## src/rtl/fr_pkg.sv

```systemverilog
package fr_pkg;
  typedef enum logic [3:0] {
    ST_IDLE, ST_SOF, ST_SEQH, ST_SEQL, ST_BYTE, ST_WAIT, ST_CRC, ST_EOF, ST_DROP
  } fr_state_e;

  localparam logic [7:0]  SYM_START = 8'hFB;
  localparam logic [7:0]  SYM_END   = 8'hFD;
  localparam logic [31:0] CRC_POLY  = 32'h04C11DB7;
  localparam logic [31:0] CRC_SEED  = 32'hFFFFFFFF;
endpackage

```

## src/rtl/fr_crc_step.sv

```systemverilog
module fr_crc_step #(
  parameter logic [31:0] POLY = 32'h04C11DB7,
  parameter int          DW   = 8
) (
  input  logic [31:0]   crc_i,
  input  logic [DW-1:0] dat_i,
  output logic [31:0]   crc_o
);
  logic [DW:0][31:0] chain;

  assign chain[0] = crc_i;
  for (genvar b = 0; b < DW; b++) begin : g_bit
    logic fb;
    assign fb          = chain[b][31] ^ dat_i[DW-1-b];
    assign chain[b+1]  = {chain[b][30:0], 1'b0} ^ (fb ? POLY : 32'h0);
  end
  assign crc_o = chain[DW];
endmodule

```

## src/rtl/fr_seq_ctr.sv

```systemverilog
module fr_seq_ctr #(
  parameter int SEQ_W = 12
) (
  input  logic             clk_i,
  input  logic             rst_ni,
  input  logic             adv_i,
  output logic [SEQ_W-1:0] seq_o
);
  always_ff @(posedge clk_i or negedge rst_ni) begin
    if (!rst_ni)    seq_o <= '0;
    else if (adv_i) seq_o <= seq_o + 1'b1; // natural wrap
  end
endmodule

```

## src/rtl/fr_len_chk.sv

```systemverilog
module fr_len_chk #(
  parameter int HDR_W   = 3,
  parameter int HDR_MIN = 3,
  parameter int HDR_MAX = 4,
  parameter int MAX_PAY = 1024,
  parameter int PAY_W   = $clog2(MAX_PAY + 1),
  parameter int CNT_W   = $clog2(MAX_PAY + HDR_MAX + 2)
) (
  input  logic [HDR_W-1:0] hdr_dw_i,
  input  logic [PAY_W-1:0] pay_dw_i,
  input  logic             ecrc_i,
  output logic             ok_o,
  output logic [CNT_W-1:0] words_o
);
  logic hdr_ok, pay_ok;

  assign hdr_ok  = (int'(hdr_dw_i) >= HDR_MIN) && (int'(hdr_dw_i) <= HDR_MAX);
  assign pay_ok  = int'(pay_dw_i) <= MAX_PAY;
  assign ok_o    = hdr_ok && pay_ok;
  assign words_o = CNT_W'(hdr_dw_i) + CNT_W'(pay_dw_i) + CNT_W'(ecrc_i);
endmodule

```

## src/rtl/lnk_framer.sv

```systemverilog
module lnk_framer
  import fr_pkg::*;
#(
  parameter int SEQ_W   = 12,
  parameter int HDR_W   = 3,
  parameter int MAX_PAY = 1024,
  parameter int PAY_W   = $clog2(MAX_PAY + 1)
) (
  input  logic             clk_i,
  input  logic             rst_ni,
  input  logic             in_valid_i,
  output logic             in_ready_o,
  input  logic             in_sop_i,
  input  logic             in_eop_i,
  input  logic [31:0]      in_data_i,
  input  logic [HDR_W-1:0] in_hdr_dw_i,
  input  logic [PAY_W-1:0] in_pay_dw_i,
  input  logic             in_ecrc_i,
  output logic             out_valid_o,
  output logic [7:0]       out_data_o,
  output logic             out_ctrl_o,
  output logic             err_o
);
  localparam int CNT_W = $clog2(MAX_PAY + 4 + 2);

  fr_state_e        state_q;
  logic [31:0]      word_q, crc_q, crc_nxt;
  logic [1:0]       idx_q;
  logic [CNT_W-1:0] rem_q, words;
  logic             len_ok, take, last_byte, crc_en;
  logic [SEQ_W-1:0] seq;
  logic [15:0]      seq_field;

  fr_len_chk #(
    .HDR_W(HDR_W), .HDR_MIN(3), .HDR_MAX(4), .MAX_PAY(MAX_PAY),
    .PAY_W(PAY_W), .CNT_W(CNT_W)
  ) u_len (
    .hdr_dw_i(in_hdr_dw_i), .pay_dw_i(in_pay_dw_i), .ecrc_i(in_ecrc_i),
    .ok_o(len_ok), .words_o(words)
  );

  fr_seq_ctr #(.SEQ_W(SEQ_W)) u_seq (
    .clk_i(clk_i), .rst_ni(rst_ni), .adv_i(state_q == ST_EOF), .seq_o(seq)
  );

  fr_crc_step #(.POLY(CRC_POLY), .DW(8)) u_crc (
    .crc_i(crc_q), .dat_i(out_data_o), .crc_o(crc_nxt)
  );

  assign seq_field = 16'(seq);
  assign last_byte = (idx_q == 2'd3);
  assign in_ready_o = (state_q == ST_IDLE) || (state_q == ST_WAIT) || (state_q == ST_DROP) ||
                      (state_q == ST_BYTE && last_byte && rem_q != '0);
  assign take   = in_valid_i && in_ready_o;
  assign crc_en = (state_q == ST_SEQH) || (state_q == ST_SEQL) || (state_q == ST_BYTE);

  always_comb begin
    out_valid_o = 1'b1;
    out_ctrl_o  = 1'b0;
    out_data_o  = 8'h00;
    unique case (state_q)
      ST_SOF:  begin out_ctrl_o = 1'b1; out_data_o = SYM_START; end
      ST_SEQH: out_data_o = seq_field[15:8];
      ST_SEQL: out_data_o = seq_field[7:0];
      ST_BYTE: out_data_o = word_q[31:24];
      ST_CRC:  out_data_o = ~crc_q[31:24];
      ST_EOF:  begin out_ctrl_o = 1'b1; out_data_o = SYM_END; end
      default: out_valid_o = 1'b0;
    endcase
  end

  always_ff @(posedge clk_i or negedge rst_ni) begin
    if (!rst_ni) begin
      state_q <= ST_IDLE;
      word_q  <= '0;
      crc_q   <= CRC_SEED;
      idx_q   <= '0;
      rem_q   <= '0;
      err_o   <= 1'b0;
    end else begin
      err_o <= 1'b0;
      if (crc_en) crc_q <= crc_nxt;
      unique case (state_q)
        ST_IDLE: begin
          if (take && in_sop_i) begin
            if (!len_ok) begin
              err_o   <= 1'b1;
              state_q <= in_eop_i ? ST_IDLE : ST_DROP;
            end else begin
              word_q  <= in_data_i;
              rem_q   <= words - 1'b1;
              state_q <= ST_SOF;
            end
          end
        end
        ST_SOF: begin
          crc_q   <= CRC_SEED;
          state_q <= ST_SEQH;
        end
        ST_SEQH: state_q <= ST_SEQL;
        ST_SEQL: begin
          idx_q   <= '0;
          state_q <= ST_BYTE;
        end
        ST_BYTE: begin
          word_q <= word_q << 8;
          idx_q  <= idx_q + 1'b1;
          if (last_byte) begin
            if (rem_q == '0) begin
              state_q <= ST_CRC;
            end else if (take) begin
              word_q <= in_data_i;
              rem_q  <= rem_q - 1'b1;
            end else begin
              state_q <= ST_WAIT;
            end
          end
        end
        ST_WAIT: begin
          if (take) begin
            word_q  <= in_data_i;
            rem_q   <= rem_q - 1'b1;
            idx_q   <= '0;
            state_q <= ST_BYTE;
          end
        end
        ST_CRC: begin
          crc_q <= crc_q << 8;
          idx_q <= idx_q + 1'b1;
          if (last_byte) state_q <= ST_EOF;
        end
        ST_EOF:  state_q <= ST_IDLE;
        ST_DROP: if (take && in_eop_i) state_q <= ST_IDLE;
        default: state_q <= ST_IDLE;
      endcase
    end
  end
endmodule

```

## config.mk

```make
export PLATFORM = sky130hd
export DESIGN_NAME = lnk_framer
export DESIGN_NICKNAME = d
export VERILOG_FILES = /design/src/rtl/fr_pkg.sv /design/src/rtl/fr_crc_step.sv /design/src/rtl/fr_seq_ctr.sv /design/src/rtl/fr_len_chk.sv /design/src/rtl/lnk_framer.sv
export SDC_FILE = /design/constraint.sdc
export NUM_CORES = 1
export LEC_CHECK = 0
export BUFFER_PORTS_ARGS = -buffer_cell sky130_fd_sc_hd__buf_2
export CAP_MARGIN = 25
export CORE_UTILIZATION = 30
export DETAILED_ROUTE_END_ITERATION = 8
export GPL_ROUTABILITY_DRIVEN = 0
export GPL_TIMING_DRIVEN = 0
export PLACE_DENSITY_LB_ADDON = 0.12
export SLEW_MARGIN = 20
export SYNTH_ARGS = -nofsm -noshare
export SYNTH_HDL_FRONTEND = slang
export SYNTH_SLANG_ARGS = --single-unit
```

## constraint.sdc

```tcl
create_clock -name clk_i -period 3.64 [get_ports clk_i]
set_input_delay 0.546 -clock clk_i [delete_from_list [all_inputs] [get_ports clk_i]]
set_output_delay 0.546 -clock clk_i [all_outputs]
set_load 0.01 [all_outputs]
```

==> impl_metrics.yaml <==
setup_path:
  crit_buf_inv: 5
  cpMostUsedCell: "clkbuf_1"
  worstSetupStartpointType: "flop"
  crit_family: "buffers and inverters"
  endpoint_kind: "primary output"
  max_stage_delay_ns: 0.55
  r2r_slack_ns: 0.35
  slowest_stage: "clkbuf_1"
  critPathMaxFanout: 10
  path_cells: "clkbuf_1 > clkbuf_1 > clkbuf_1 > clkbuf_1 > o22ai_1 > buf_2"
  crit_arrival_ns: 2.84
  cp.required_ns: 3.09
  crit_type: "flop to primary output"
sta:
  setup_viol_count_final: 0
  fin_crit_ns: 3.38
  hold_viol: 0
  fin_setup_tns_ns: 0
  fin_crit_sh_pct: 92.9
  slew_headroom_pct: 39.3
  clock_skew_ns: 0.0118
  maxSlewViolCount: 0
  max_slew.worst_pin.slew_ns: 0.904
  fin_ws_ns: 0.258
  fmax_mhz: 296
  rsz0062_at_grt: "no"
outcome:
  status: "finished, final reports clean"
grt:
  first_global_vias: 5368
  overflow: 0
  grt_usage_pct: 17.6
  grt_pass1_wl_um: 29800
  antenna_found_initial: 0
  grt_max_degree: 61
yosys:
  synth-main-ff-cell: "dfrtp_1"
  syn-num-nets: 801
  synth_seq_cells: 94
  synth.largest_area_cell: "dfrtp_1"
  synth_area_per_cell_um2: 8.69
  synth_top_area_share_pct: 24.5
  async_flop_share_pct: 100
  ys_seq_area_share_pct: 37.8
  syn_inst: 728
  yosys_warnings: 0
  syn-cell-area_mm2: 0.00633
  synth.area.top_cells: "dfrtp_1 25%, dfstp_2 13%, xnor2_1 6.6%"
  yosysUniqueCellTypes: 78
  synth-edff-count: 0
detailed_routing:
  antenna_left: 0
  wl_per_cell_um: 16.8
  drtPass1Iterations: 5
  vias: 5382
  drc: 0
  vias_per_cell: 5.00
  wl_um: 18100
  drtIter0Drc: 377
placement:
  dp_hpwl_um: 13500
  port-buffer-count: 62
  place_ws_ns: -0.0286
cts:
  root_buffer: "clkbuf_16"
  cts_buffer_depth: 2
  clk_pin_slew_ns: 0.08
  clock_sinks: 94
  htree_levels: 3
  cts_tree: "done"
  cts_setup_buffers: 0
  cts_buffers: 9
  clock_latency_ns: 0.36
power:
  powerDensity_mw_per_mm2: 705
  p_leak_nw: 3.37
  power.ir.vdd_worst_mv: 0.291
  totalPowerFinal_mw: 5.17
floorplan:
  die_x_um: 147
  core_mm2: 0.0204
  initial_core_util_pct: 31.0
  die_y_um: 147
  rows: 52
  dieArea_mm2: 0.0217
  ios: 64
worst_hold_path:
  hold_path.class: "input pin to async pin"
cells_and_area:
  finalNetCount: 875
  antenna_cells: 0
  areaGrowthSynthToFinish_pct: 15.9
  fin_util_pct: 35.9
  layout-drive-gt1-share_pct: 18.7
run:
  maxCapViolations: 0
[cells in the mapped netlist (3+ instances only)]
cell type,instances
nand2b_1,6
xor2_2,3
inv_1,30
a221oi_1,3
nand2_1,89
dfrtp_1,62
a211o_1,3
nor3_1,19
xor2_1,21
a21oi_1,52
nor2_1,57
o21a_1,3
buf_2,7
xnor2_1,48
a22oi_1,4
or2_2,4
o22ai_1,7
and2_1,3
nand3_1,13
a21o_1,3
nor2b_1,6
dfstp_2,32
or3_1,3
clkbuf_1,36
a31oi_1,6
o31ai_1,5
ha_1,20
and3_1,8
mux2i_1,30
nand4_1,5
o21ai_0,78
[what timing repair did]
action	4_1_cts	5_1_grt
hold buffers	0	0
endpoints found under the setup margin	10	33
gates resized for setup	1	10
cloned	0	0
pin swaps	0	0
[state kept, by name (all words and copies together) (netlist names)]
name / flops
crc_q: 32
word_q: 32
u_seq.seq_o: 12
rem_q: 11
state_q: 4
idx_q: 2
err_o: 1
[area by class of cell]
cell class / count / area, µm²
buffer: 46 / 194
clock buffer: 9 / 225
clock inverter: 7 / 68.8
fill: 2141 / 13100
inverter: 31 / 116
multi-input combinational: 557 / 3650
sequential: 94 / 2390
tap: 270 / 338
timing repair buffer: 63 / 344
[placed cells by master, fill, tap and decap left out, types with 4 or more instances in the layout]
cell / Yosys / layout
a21oi_1: 52 / 52
a22oi_1: 4 / 4
a31oi_1: 6 / 6
and3_1: 8 / 8
buf_2: 7 / 68
clkbuf_1: 36 / 32
clkbuf_16: 0 / 9
clkbuf_2: 0 / 4
dfrtp_1: 62 / 62
dfstp_2: 32 / 32
ha_1: 20 / 20
inv_1: 30 / 30
mux2i_1: 30 / 30
nand2_1: 89 / 89
nand2b_1: 6 / 6
nand3_1: 13 / 13
nand4_1: 5 / 5
nor2_1: 57 / 57
nor2b_1: 6 / 5
nor3_1: 19 / 19
o21ai_0: 78 / 78
o22ai_1: 7 / 7
o31ai_1: 5 / 5
or2_2: 4 / 4
xnor2_1: 48 / 48
xor2_1: 21 / 21
[per-stage QoR]
step | std cells | cell area, µm² | hold slack [ns]
after global placement | 1060 | 6980 | 0.462
final | 1077 | 7330 | 0.0780
after CTS | 1077 | 7310 | 0.0879
after detailed placement | 1061 | 7010 | 0.469
after global routing | 1077 | 7330 | 0.105
after floorplan | 728 | 6330 | 0.250
[kinds of logic (layout without fill, tap and decap cells)]
kind of cell / after synthesis / in the layout / share of synthesized area, %
XOR/XNOR: 74 / 74 / 10.9
AND/OR/NAND/NOR: 230 / 230 / 16.9
flip-flops: 94 / 94 / 37.8
adder cells (fa/ha/maj): 21 / 21 / 4.27
buffers and inverters: 77 / 156 / 4.82
multiplexers: 32 / 32 / 5.10
AO/OA/AOI/OAI: 200 / 200 / 20.1
[report_power, final]
| group | switching (mW) | internal, mW | total [mW] |
|---|---|---|---|
| registers | 0.268 | 1.54 | 1.81 |
| logic | 1.32 | 1.07 | 2.39 |
| clock network | 0.488 | 0.488 | 0.975 |
[worst register-to-register path, delay by kind of cell (launching register included)]
kind	cells	cell delay (ns)
compound gates	5	1.73
flops	1	0.46
xor+xnor	1	0.44
simple gates	2	0.37
buf+inv	1	0.21
[metal layers]
layer	GRT usage (%)	vias up	wire [µm]
met3	2.42	16	651
met4	4.64	0	228
met5	0	-	0
met2	27.2	116	8150
li1	-	2695	-
met1	25.5	2555	9090
[worst paths after layout]
| kind | from | end | cells past startpoint |
|---|---|---|---|
| worst max register to register | state_q[2]$_DFFE_PN0P_ | crc_q[10]$_DFFE_PN1P_ | 9 |
| min in group clk_i | in_eop_i | state_q[3]$_DFFE_PN0P_ | 2 |
| worst min register to register | word_q[6]$_DFFE_PN0P_ | word_q[6]$_DFFE_PN0P_ | 2 |
| max in group asynchronous | rst_ni | crc_q[25]$_DFFE_PN1P_ | 2 |
| worst min-delay path | rst_ni | rem_q[3]$_DFFE_PN0P_ | 1 |
| worst max-delay path | state_q[3]$_DFFE_PN0P_ | out_data_o[3] | 6 |
(Power assumes the default switching activity.)
